==> src/rtl/pmask_sb_pkg.sv <==
package pmask_sb_pkg;
  localparam int unsigned DEF_MASK_W = 64;
  localparam int unsigned DEF_SUBS   = 8;

  // Number of mask bits owned by one interleaved subregister.
  function automatic int unsigned span_of(input int unsigned mask_w, input int unsigned subs);
    return mask_w / subs;
  endfunction
endpackage

==> src/rtl/pmask_store.sv <==
module pmask_store #(
  parameter int unsigned MASK_W = 64,
  parameter int unsigned VL_W   = 7,
  parameter int unsigned IDX_W  = 6
) (
  input  logic              clk,
  input  logic              rst,
  input  logic              issue_acc,
  input  logic [VL_W-1:0]   vl,
  input  logic              wr_valid,
  input  logic [IDX_W-1:0]  wr_idx,
  input  logic              wr_bit,
  output logic [MASK_W-1:0] mask_q,
  output logic [MASK_W-1:0] outst_q
);
  logic wr_hit;
  assign wr_hit = wr_valid && outst_q[wr_idx];

  always_ff @(posedge clk) begin
    if (rst) begin
      mask_q  <= '0;
      outst_q <= '0;
    end else if (issue_acc) begin
      mask_q <= '0;
      for (int i = 0; i < int'(MASK_W); i++) begin
        outst_q[i] <= (VL_W'(i) < vl);
      end
    end else if (wr_hit) begin
      mask_q[wr_idx]  <= wr_bit;
      outst_q[wr_idx] <= 1'b0;
    end
  end

  AST_ISSUE_CLEARS_MASK: assert property (@(posedge clk) disable iff (rst)
    issue_acc |=> mask_q == '0);

  AST_WRITE_STICKS: assert property (@(posedge clk) disable iff (rst)
    (!issue_acc && wr_hit) |=> (mask_q[$past(wr_idx)] == $past(wr_bit)) && !outst_q[$past(wr_idx)]);

  AST_NO_STRAY_WRITE: assert property (@(posedge clk) disable iff (rst)
    (!issue_acc && !wr_hit) |=> $stable(mask_q) && $stable(outst_q));
endmodule

==> src/rtl/pmask_group.sv <==
module pmask_group #(
  parameter int unsigned MASK_W = 64,
  parameter int unsigned SUBS   = 8
) (
  input  logic              clk,
  input  logic              rst,
  input  logic [MASK_W-1:0] outst,
  output logic [SUBS-1:0]   pending
);
  localparam int unsigned SPAN = pmask_sb_pkg::span_of(MASK_W, SUBS);

  for (genvar k = 0; k < int'(SUBS); k++) begin : g_sub
    logic [SPAN-1:0] members;
    for (genvar j = 0; j < int'(SPAN); j++) begin : g_mem
      assign members[j] = outst[k + j * SUBS];
    end
    assign pending[k] = |members;
  end

  AST_PENDING_MATCHES: assert property (@(posedge clk) disable iff (rst)
    (|pending) == (|outst));
endmodule

==> src/rtl/pmask_query.sv <==
module pmask_query #(
  parameter int unsigned MASK_W = 64,
  parameter int unsigned SUBS   = 8,
  parameter int unsigned IDX_W  = 6
) (
  input  logic              clk,
  input  logic              rst,
  input  logic [MASK_W-1:0] mask,
  input  logic [SUBS-1:0]   pending,
  input  logic [IDX_W-1:0]  qry_idx,
  output logic              qry_ready,
  output logic              qry_bit
);
  localparam int unsigned SUB_W = (SUBS > 1) ? $clog2(SUBS) : 1;

  logic [SUB_W-1:0] sub_sel;
  assign sub_sel = qry_idx[SUB_W-1:0];

  always_ff @(posedge clk) begin
    if (rst) begin
      qry_ready <= 1'b1;
      qry_bit   <= 1'b0;
    end else begin
      qry_ready <= !pending[sub_sel];
      qry_bit   <= mask[qry_idx];
    end
  end

  AST_READY_NOT_EARLY: assert property (@(posedge clk) disable iff (rst)
    (pending == '1) |=> !qry_ready);
endmodule

==> src/rtl/pmask_sb.sv <==
module pmask_sb #(
  parameter int unsigned MASK_W = pmask_sb_pkg::DEF_MASK_W,
  parameter int unsigned SUBS   = pmask_sb_pkg::DEF_SUBS,
  parameter int unsigned VL_W   = $clog2(MASK_W + 1),
  parameter int unsigned IDX_W  = $clog2(MASK_W)
) (
  input  logic             clk,
  input  logic             rst,
  input  logic             cmp_issue_i,
  input  logic [VL_W-1:0]  cmp_vl_i,
  output logic             cmp_busy_o,
  input  logic             res_valid_i,
  input  logic [IDX_W-1:0] res_idx_i,
  input  logic             res_bit_i,
  input  logic [IDX_W-1:0] qry_idx_i,
  output logic             qry_ready_o,
  output logic             qry_bit_o
);
  logic [MASK_W-1:0] mask;
  logic [MASK_W-1:0] outst;
  logic [SUBS-1:0]   pending;
  logic              issue_acc;

  assign cmp_busy_o = |pending;
  assign issue_acc  = cmp_issue_i && !cmp_busy_o;

  pmask_store #(.MASK_W(MASK_W), .VL_W(VL_W), .IDX_W(IDX_W)) u_store (
    .clk(clk), .rst(rst), .issue_acc(issue_acc), .vl(cmp_vl_i),
    .wr_valid(res_valid_i), .wr_idx(res_idx_i), .wr_bit(res_bit_i),
    .mask_q(mask), .outst_q(outst)
  );

  pmask_group #(.MASK_W(MASK_W), .SUBS(SUBS)) u_group (
    .clk(clk), .rst(rst), .outst(outst), .pending(pending)
  );

  pmask_query #(.MASK_W(MASK_W), .SUBS(SUBS), .IDX_W(IDX_W)) u_query (
    .clk(clk), .rst(rst), .mask(mask), .pending(pending),
    .qry_idx(qry_idx_i), .qry_ready(qry_ready_o), .qry_bit(qry_bit_o)
  );

  AST_REFUSE_WHEN_BUSY: assert property (@(posedge clk) disable iff (rst)
    (cmp_issue_i && cmp_busy_o) |=> ((outst & ~$past(outst)) == '0));

  AST_IDLE_NOT_BUSY: assert property (@(posedge clk) disable iff (rst)
    (issue_acc && cmp_vl_i == '0) |=> !cmp_busy_o);
endmodule

==> config.mk <==
export PLATFORM = sky130hd
export DESIGN_NAME = pmask_sb
export DESIGN_NICKNAME = d
export VERILOG_FILES = /design/src/rtl/pmask_sb_pkg.sv /design/src/rtl/pmask_store.sv /design/src/rtl/pmask_group.sv /design/src/rtl/pmask_query.sv /design/src/rtl/pmask_sb.sv
export SDC_FILE = /design/constraint.sdc
export NUM_CORES = 1
export LEC_CHECK = 0
export ABC_AREA = 0
export BUFFER_PORTS_ARGS = -buffer_cell sky130_fd_sc_hd__buf_4
export CAP_MARGIN = 30
export CORE_UTILIZATION = 45
export CTS_CLUSTER_DIAMETER = 120
export DETAILED_ROUTE_END_ITERATION = 10
export GPL_ROUTABILITY_DRIVEN = 0
export PLACE_DENSITY = 0.66
export SYNTH_ARGS = -nofsm -noshare
export SYNTH_HDL_FRONTEND = slang
export SYNTH_SLANG_ARGS = --single-unit
==> constraint.sdc <==
create_clock -name clk -period 2.3 [get_ports clk]
set_clock_uncertainty 0.05 [all_clocks]
set_input_delay 0.23 -clock clk [delete_from_list [all_inputs] [get_ports clk]]
set_output_delay 0.23 -clock clk [all_outputs]
set_load 0.005 [all_outputs]
Yosys cells after proc, flatten, opt, wreduce, memory -nomap -nowiden
Index checks and enable logic that the tools add are counted.
{"block": "word_totals", "regBits": 130, "output_inout_bits": 3}
{"block": "op_classes", "n_lt_le_gt_ge": 68, "muxes": 11, "bitwise_logic": 2, "reduce_logical": 16}
{"cell": "$lt 6x7->1 const A", "n": 32}
{"cell": "$mux 64", "n": 2}
{"cell": "$lt 5x7->1 const A", "n": 16}
{"cell": "$and 64x64->64", "n": 1}
{"cell": "$bwmux 64", "n": 1}
{"cell": "$not 64->64", "n": 1}
{"cell": "$reduce_or 64->1", "n": 1}
{"cell": "$reduce_or 8->1", "n": 8}
{"cell": "$lt 4x7->1 const A", "n": 8}
{"cell": "$lt 3x7->1 const A", "n": 4}
{"cell": "$lt 1x7->1 const A", "n": 2}
{"cell": "$lt 2x7->1 const A", "n": 2}
{"cell": "$lt 6x7->1 const B", "n": 2}
{"cell": "$bmux 1 s6", "n": 2}
{"cell": "$demux 1 s6", "n": 1}
{"cell": "$ge 6x1->1 const B", "n": 1}
{"cell": "$lt 3x4->1 const B", "n": 1}
{"cell": "$mux 1", "n": 4}
{"cell": "$bmux 1 s3", "n": 1}
{"cell": "$logic_and 1x1->1", "n": 3}
{"cell": "$logic_not 1->1", "n": 2}
{"cell": "$reduce_bool 2->1", "n": 1}
{"cell": "$reduce_or 2->1", "n": 1}

Depth between registers and ports, before layout
Gate-level depths: netlist of run 1.
{"block": "logic_depth", "depth_word": 8, "mapped_depth": 11}

By module
From an unflattened synthesis of run 1, not the netlist that was laid out.
{"block": "unflattened", "hier_cells": 792, "hier_area_um2": 7060.5}
{"mod": "pmask_store", "instances": 1, "cells_per_inst": 714, "area_each_um2": 6223.5, "seq_area_each_um2": 2562.5}
{"mod": "pmask_query", "instances": 1, "cells_per_inst": 50, "area_each_um2": 671.9, "seq_area_each_um2": 40.0}
{"mod": "pmask_group", "instances": 1, "cells_per_inst": 24, "area_each_um2": 130.1, "seq_area_each_um2": 0.0}
{"mod": "pmask_sb", "instances": 1, "cells_per_inst": 4, "area_each_um2": 35.0, "seq_area_each_um2": 0.0}

Worst setup path before layout of run 1
Ideal clock, no wire load.
{"block": "synth_timing", "kind": "register -> register", "startpoint": "reg u_store.outst_q[26]", "endpoint": "reg u_store.outst_q[21]", "setup_ns": 0.091, "arrival_ns": 2.368, "path_slack_ns": -0.209, "stages_incl_launch_ff": 10, "path_buffers": 3, "period_less_slack_ns": 2.509, "path_cell_list": "dfxtp_1 nor4_1 nand4_1 nor4_1 and2_1 clkbuf_1 clkbuf_1 clkbuf_1 a21oi_1 a311oi_1"}
{"block": "synth_via", "elab_chain_len": 4, "elab_cells_between_ends": 8, "classes_between": "mux (3); reduce/logical (5)"}
{"element": "from (decl)", "line_no": "pmask_store.sv:14", "source": "output logic [MASK_W-1:0] outst_q"}
{"element": "from (signal, indexed assignment)", "line_no": "pmask_store.sv:26", "source": "outst_q[i] <= (VL_W'(i) < vl);"}
{"element": "$bmux 1 s6 or $reduce_or 64->1 (tied branches)", "line_no": "pmask_store.sv:17, pmask_sb.sv:24"}
{"element": "$mux 1 (implied by the code) or $logic_not 1->1 (tied branches)", "line_no": "pmask_store.sv:17, pmask_sb.sv:25"}
{"element": "$logic_and 1x1->1, on equally long branches", "line_no": "pmask_store.sv:17, pmask_sb.sv:25"}
{"element": "$reduce_bool 2->1 (no line) or $mux 64 (tied branches)"}
Several ways; a longest one is shown, not always the timed one. The select of a mux whose other input is x is not followed.
A chain may end at the register's enable or synchronous reset.

Worst setup path in the final report of run 1
{"block": "layout_timing", "startpoint": "reg u_store.outst_q[43]", "endpoint": "reg u_store.mask_q[55]"}
{"block": "layout_via", "elab_chain_len": 4, "elab_cells_between_ends": 7, "classes_between": "mux (2); reduce/logical (5)"}
{"element": "parallel branches: the longest is 4 deep, another holds $bmux 1 s6"}
{"element": "to (signal, indexed assignment)", "line_no": "pmask_store.sv:29", "source": "mask_q[wr_idx] <= wr_bit;"}
{"element": "to (decl)", "line_no": "pmask_store.sv:13", "source": "output logic [MASK_W-1:0] mask_q,"}
Several ways; the timed one is not identified. The select of a mux whose other input is x is not followed.

==> reports/metrics.csv, run 1 <==
stage,metric,value,unit
placed_design,dp.cells,1164,
cells_and_area,final_layout_size_suffix_gt1_frac,0.409,
cells_and_area,fillers,1189,
logic_synthesis,syn_area,7310,um^2
global_route,grt_max_degree,67,
clock_network,cts_sinks,130,
logic_synthesis,yosysWarnings,0,
routing,num_vias,8579,
setup_path,cp.arrival,2900,ps
die,rows,46,
setup_path,rr_startpoint,u_store.outst_q[43],
sta,tightest_slew,983,ps
run_status,outcome,"finished, violations left",
logic_synthesis,yosys-mux-area-fraction,0.130,
logic_synthesis,synthCells,864,
routing,routedWlPerCell,25.3,um
clock_network,clk_latency,430,ps
global_route,grt_overflow,0,
routing,routed_wl,31.3,mm
clock_network,clock_path_buffers,2,
logic_synthesis,yosysTopAreaCell,dfxtp_1,
sta,max_clock_freq,379,MHz
logic_synthesis,syn_nets,888,
hold_path,min_path_type,primary input to flop,
logic_synthesis,yosys-top-cells-area,"dfxtp_1, mux4_2, mux2i_1",
setup_path,crit_type,flop to flop,
cells_and_area,area_delta_synth_final,45.0,%
sta,slew_headroom,0.345,
die,die_height,129,um
die,die_w,129,um
logic_synthesis,synth.avg_cell_area,8.46,um^2
logic_synthesis,synth_top_cell_area_share,0.356,
global_route,antenna_found_initial,0,
sta,grt_setup_unrepaired,yes,
logic_synthesis,yosysSeqAreaShare,0.356,
logic_synthesis,yosys.area_share.adder,0,
die,coreArea,15900,um^2
routing,drt_iter0_markers,1269,
sta,hold_viol_final,0,
setup_path,r2r_cells,11,
logic_synthesis,synth_seq_cells,130,
setup_path,rrSetupSlack,-340,ps
placed_design,placed_area,8740,um^2
clock_network,cts_tree,yes,
setup_path,crit_end,u_store.mask_q[55],
clock_network,h-tree-depth,4,
setup_path,cp-startpoint,u_store.outst_q[43],
run_status,violations,setup timing,
sta,setup_viol,129,
cells_and_area,num_antenna_cells,0,
die,start_util,0.460,
setup_path,crit_path_end_kind,flop,
logic_synthesis,synth_top_family_by_area,compound AO/OA/AOI/OAI gates,
sta,setup_tns,-27360,ps
logic_synthesis,synth_edf_count,0,
routing,drc_errors,0,
setup_path,reg2reg_to,u_store.mask_q[55],
setup_path,worst_ep_required_time,2570,ps
clock_network,cts_root_buf,clkbuf_16,
sta,fin_crit_sh,1.15,
setup_path,crit_path_start_kind,flop,
logic_synthesis,synth_simple_gate_area_frac,0.198,
global_route,first_global_vias,8170,
logic_synthesis,async_flop_share,0,
cells_and_area,final_area,10600,um^2
logic_synthesis,yosys_most_used_dff,dfxtp_1,
global_route,grt_pass1_wl,45.3,mm
power,power_density,1460,nW/um^2
setup_path,critPathMaxFanout,11,
power,leakagePower,4.14,nW
routing,antenna_left,0,
cells_and_area,final_cells,1235,
sta,min_period,2640,ps
sta,fin_ws,-336,ps
placed_design,dp_hpwl,19.5,mm
logic_synthesis,synth_compound_area_frac,0.259,
clock_network,cts_made_buffers,17,
cells_and_area,layout.nets,1030,
clock_network,clk_pin_slew,70,ps
die,die_area,16800,um^2
cells_and_area,utilization,0.667,
die,ios,27,
job,drv_cap,0,
routing,firstDrtPassIters,11,
routing,viasPerCell,6.95,
placed_design,dpl_worst_slack,-648,ps
power,vdd_drop_max,725,uV
logic_synthesis,synth_cell_types,53,
global_route,grt_util_all_layers,0.362,
logic_synthesis,synth_xor_area_frac,0,
placed_design,portBuffers,26,
sta,finalMaxSlewViolations,0,
==> synth_stat cells (all sizes together) (6+ instances only) <==
library cell,n
dfxtp,130
and2,6
nand3,11
mux2i,43
a311oi,30
and3,7
o311ai,31
nand2,103
a221oi,6
nor2,57
a211oi,23
inv,7
nand4,28
a21oi,56
o41ai,32
o21ai,37
o21bai,7
mux4,21
clkbuf,83
nor2b,21
o31ai,11
buf,15
nor3,23
nor4,18
==> metal layers <==
metal,track usage,part of all wire
met1,0.459,0.37
met2,0.555,0.44
met3,0.0925,0.12
met4,0.220,0.063
met5,0,0
==> logic make-up after synthesis <==
| family | after synthesis |
|---|---|
| flip-flops | 130 |
| AO/OA/AOI/OAI | 263 |
| buffers and inverters | 106 |
| AND/OR/NAND/NOR | 297 |
| multiplexers | 68 |
==> metrics by stage <==
stage | hold slack (ps) | power (mW)
finish | 131 | 15.5
global placement | 395 | 9.53
CTS | 127 | 14.3
detailed placement | 402 | 9.73
floorplan | 382 | 6.56
global route | 143 | 16.0
==> layout make-up <==
| class | instances | area, um^2 | area share |
|---|---|---|---|
| sequential | 130 | 2640 | 0.249 |
| clock buffer | 19 | 453 | 0.0427 |
| clock inverter | 13 | 136 | 0.0129 |
| timing repair buffer | 220 | 2070 | 0.195 |
| multi-input combinational | 629 | 5000 | 0.472 |
| tap | 216 | 270 | 0.0255 |
| inverter | 8 | 30.0 | 0.00283 |
==> repair_timing <==
item                                    CTS  global route
hold buffers                              0             0
setup buffers                            19             8
cloned                                   10             3
endpoints found under the setup margin  127           129
pin swaps                                32            13
resized for setup                       138            53
==> sequential cells by signal (all words and copies together), names as in the netlist <==
signal and cells:
u_query.qry_ready 1, u_store.mask_q 64, u_query.qry_bit 1, u_store.outst_q 64
==> how the worst min path moves through the flow <==
stage / startpoint / to / slack [ps] / cells after the start
floorplan: u_store.mask_q[2] / u_store.mask_q[2] / 380 / 2
global placement: u_store.mask_q[6] / u_store.mask_q[6] / 400 / 2
detailed placement: u_store.mask_q[40] / u_store.mask_q[40] / 400 / 2
CTS: qry_idx_i[2] / u_query.qry_ready / 130 / 2
global route: qry_idx_i[2] / u_query.qry_ready / 140 / 2
finish: qry_idx_i[2] / u_query.qry_ready / 130 / 2
==> cells in the final DEF (no fill, tap or decap), types with 5 or more instances in the layout <==
| cell type | count |
|---|---|
| mux2i_1 | 43 |
| nor2b_1 | 19 |
| a21oi_1 | 49 |
| o21ai_0 | 33 |
| a311oi_1 | 8 |
| and3_1 | 6 |
| nor4_1 | 5 |
| a311oi_2 | 22 |
| o311ai_0 | 5 |
| buf_16 | 7 |
| a211oi_2 | 14 |
| buf_4 | 178 |
| o21bai_1 | 7 |
| dfxtp_2 | 28 |
| nor4_4 | 7 |
| nor3_1 | 22 |
| o41ai_1 | 15 |
| mux4_2 | 21 |
| a211oi_1 | 9 |
| o31ai_1 | 10 |
| buf_6 | 21 |
| clkbuf_16 | 18 |
| nor2_1 | 55 |
| nand4_1 | 28 |
| nand2_1 | 98 |
| buf_12 | 9 |
| o41ai_2 | 16 |
| nor4_2 | 6 |
| dfxtp_1 | 102 |
| a221oi_2 | 5 |
| o311ai_1 | 22 |
| inv_1 | 6 |
| nand3_1 | 8 |
==> power by group <==
group / switching (mW) / internal [mW]
Clock: 1.11 / 1.65
Sequential: 0.609 / 2.78
Combinational: 4.68 / 4.68
==> critical path, cell delays in order, from the launching register on <==
cell and delay, ps:
dfxtp_1 430, nor4_2 70, buf_4 150, nand4_1 100
nor4_2 60, buf_4 160, and2_4 170, buf_12 150
nor2_4 440, nand2_4 230, buf_16 210, o41ai_1 280
Power figures use the tool's default switching activity.
==> run 2: changes to the inputs <==
--- a/config.mk
+++ b/config.mk
@@ -8,6 +8,7 @@
 export ABC_AREA = 0
 export BUFFER_PORTS_ARGS = -buffer_cell sky130_fd_sc_hd__buf_4
 export CAP_MARGIN = 30
+export CORE_MARGIN = 2
 export CORE_UTILIZATION = 45
 export CTS_CLUSTER_DIAMETER = 120
 export DETAILED_ROUTE_END_ITERATION = 10
==> reports/metrics.csv, run 2 (same netlist as run 1, synthesis figures left out) <==
stage,metric,value,unit,change
run_status,outcome,"finished, violations left",,
run_status,violations,setup timing,,
routing,routedWlPerCell,27.5,um,+8.7%
routing,viasPerCell,7.22,,+3.9%
setup_path,cp.arrival,3050,ps,+150 ps
clock_network,clk_latency,450,ps,+20 ps
routing,num_vias,9100,,+6.1%
routing,routed_wl,34.7,mm,+11%
sta,tightest_slew,975,ps,-7.72 ps
cells_and_area,largestRegisters,"u_store.mask_q (64), u_store.outst_q (64)",,
clock_network,h-tree-depth,4,,unchanged
cells_and_area,area_delta_synth_final,55.1,%,
setup_path,crit_path_start_kind,flop,,
setup_path,crit_type,flop to flop,,
cells_and_area,final_layout_size_suffix_gt1_frac,0.456,,+0.0463
global_route,grt_max_degree,37,,-45%
global_route,antenna_found_initial,0,,unchanged
sta,whs,95.4,ps,-35.1 ps
die,die_height,131,um,+1.5%
routing,antenna_left,0,,unchanged
die,die_area,17300,um^2,+3.1%
global_route,grt_pass1_wl,47.0,mm,+3.7%
sta,grt_setup_unrepaired,yes,,
setup_path,critPathMaxFanout,6,,-5
die,coreArea,15900,um^2,unchanged
job,drv_cap,0,,unchanged
sta,fin_crit_sh,1.20,,+0.0551
sta,slew_headroom,0.348,,+0.00275
die,rows,46,,unchanged
routing,drt_iter0_markers,1513,,+19%
cells_and_area,layout_commonest_cell,buf_4,,
placed_design,dp_hpwl,20.1,mm,+3.2%
power,vdd_drop_max,855,uV,+18%
hold_path,min_path_type,primary input to flop,,
placed_design,portBuffers,26,,unchanged
placed_design,dpl_worst_slack,-499,ps,+149 ps
routing,firstDrtPassIters,8,,-3
sta,finalMaxSlewViolations,0,,unchanged
die,ios,27,,unchanged
sta,max_clock_freq,362,MHz,-4.6%
routing,drc_errors,0,,unchanged
global_route,grt_overflow,0,,unchanged
cells_and_area,final_cell_mix,"buf_4, dfxtp_1, nand2_1",,
setup_path,crit_path_end_kind,flop,,
power,leakagePower,4.39,nW,+6.1%
clock_network,clk_pin_slew,60,ps,about the same
die,die_w,131,um,+1.5%
clock_network,cts_tree,yes,,
setup_path,worst_ep_required_time,2580,ps,about the same
sta,hold_viol_final,0,,unchanged
clock_network,cts_made_buffers,17,,unchanged
cells_and_area,fillers,1043,,-12%
sta,fin_ws,-463,ps,-127 ps
die,start_util,0.460,,unchanged
clock_network,hold_buffers,0,,unchanged
power,power_density,1510,nW/um^2,+3.2%
setup_path,rrSetupSlack,-460,ps,-130 ps
cells_and_area,num_antenna_cells,0,,unchanged
clock_network,cts_root_buf,clkbuf_16,,
global_route,grt_util_all_layers,0.351,,-0.0116
global_route,first_global_vias,8242,,+0.88%
cells_and_area,layout.nets,1056,,+2.5%
clock_network,clock_path_buffers,2,,unchanged
sta,setup_viol,129,,unchanged
sta,min_period,2760,ps,+127 ps
clock_network,cts_sinks,130,,unchanged
run 2: cell count changes in the layout (fill, tap and decap cells not counted), sizes merged:
cell	delta
clkbuf	+7
bufinv	-1
clkinv	-2
buf	+19
bufbuf	-2
nor2	+1
inv	+4
run 2: critical path: stages (launching register included):
cell,delay [ps]
dfxtp_1,330
nor4_1,430
buf_4,230
nand4_1,130
nor4_2,150
buf_4,230
buf_12,120
and4_4,260
buf_4,130
o21ai_1,90
nor2b_1,180
a311oi_1,320
run 2: worst paths after layout:
check,cells after the start,end,start
setup / recovery,11,u_store.outst_q[40],u_store.outst_q[29]
hold / removal,2,u_query.qry_ready,qry_idx_i[2]
setup reg to reg,11,u_store.outst_q[40],u_store.outst_q[29]
hold reg to reg,2,u_store.mask_q[15],u_store.mask_q[15]
run 2: metal layers:
metal / up-vias / GRT usage / part of all wire
met3: 267 / 0.0818 / 0.13
met1: 4298 / 0.447 / 0.36
li1: 3695 / - / -
met4: 0 / 0.167 / 0.073
met5: - / 0 / 0
met2: 840 / 0.560 / 0.44
run 2: final cells by class:
| cell class | count | area (um^2) | share of cell area |
|---|---|---|---|
| clock inverter | 14 | 131 | 0.0116 |
| multi-input combinational | 630 | 5380 | 0.475 |
| timing repair buffer | 245 | 2460 | 0.218 |
| sequential | 130 | 2630 | 0.232 |
| clock buffer | 18 | 429 | 0.0379 |
| inverter | 8 | 30.0 | 0.00265 |
| tap | 216 | 270 | 0.0239 |
run 2: power by group:
part / switching (mW) / internal [mW]
logic: 5.57 / 5.52
clock network: 1.16 / 1.50
registers: 0.609 / 2.77
total: 7.34 / 9.78
run 2: through the flow:
stage	setup TNS (ps)	util	cell area (um^2)	power [mW]	instances
after floorplan	-4370	-	7500	6.56	864
after global placement	-37400	0.556	8830	9.62	1176
after detailed placement	-45520	0.556	8830	9.82	1176
after CTS	-13530	0.644	10200	13.9	1229
after global routing	-45890	0.713	11300	17.5	1261
final	-33360	0.713	11300	17.1	1261
run 2: what timing repair did:
item                                    4_1_cts  5_1_grt
resized for setup                           122      154
setup buffers                                15       20
endpoints found under the setup margin      129      129
pin swaps                                    37       35
cloned                                        6       16
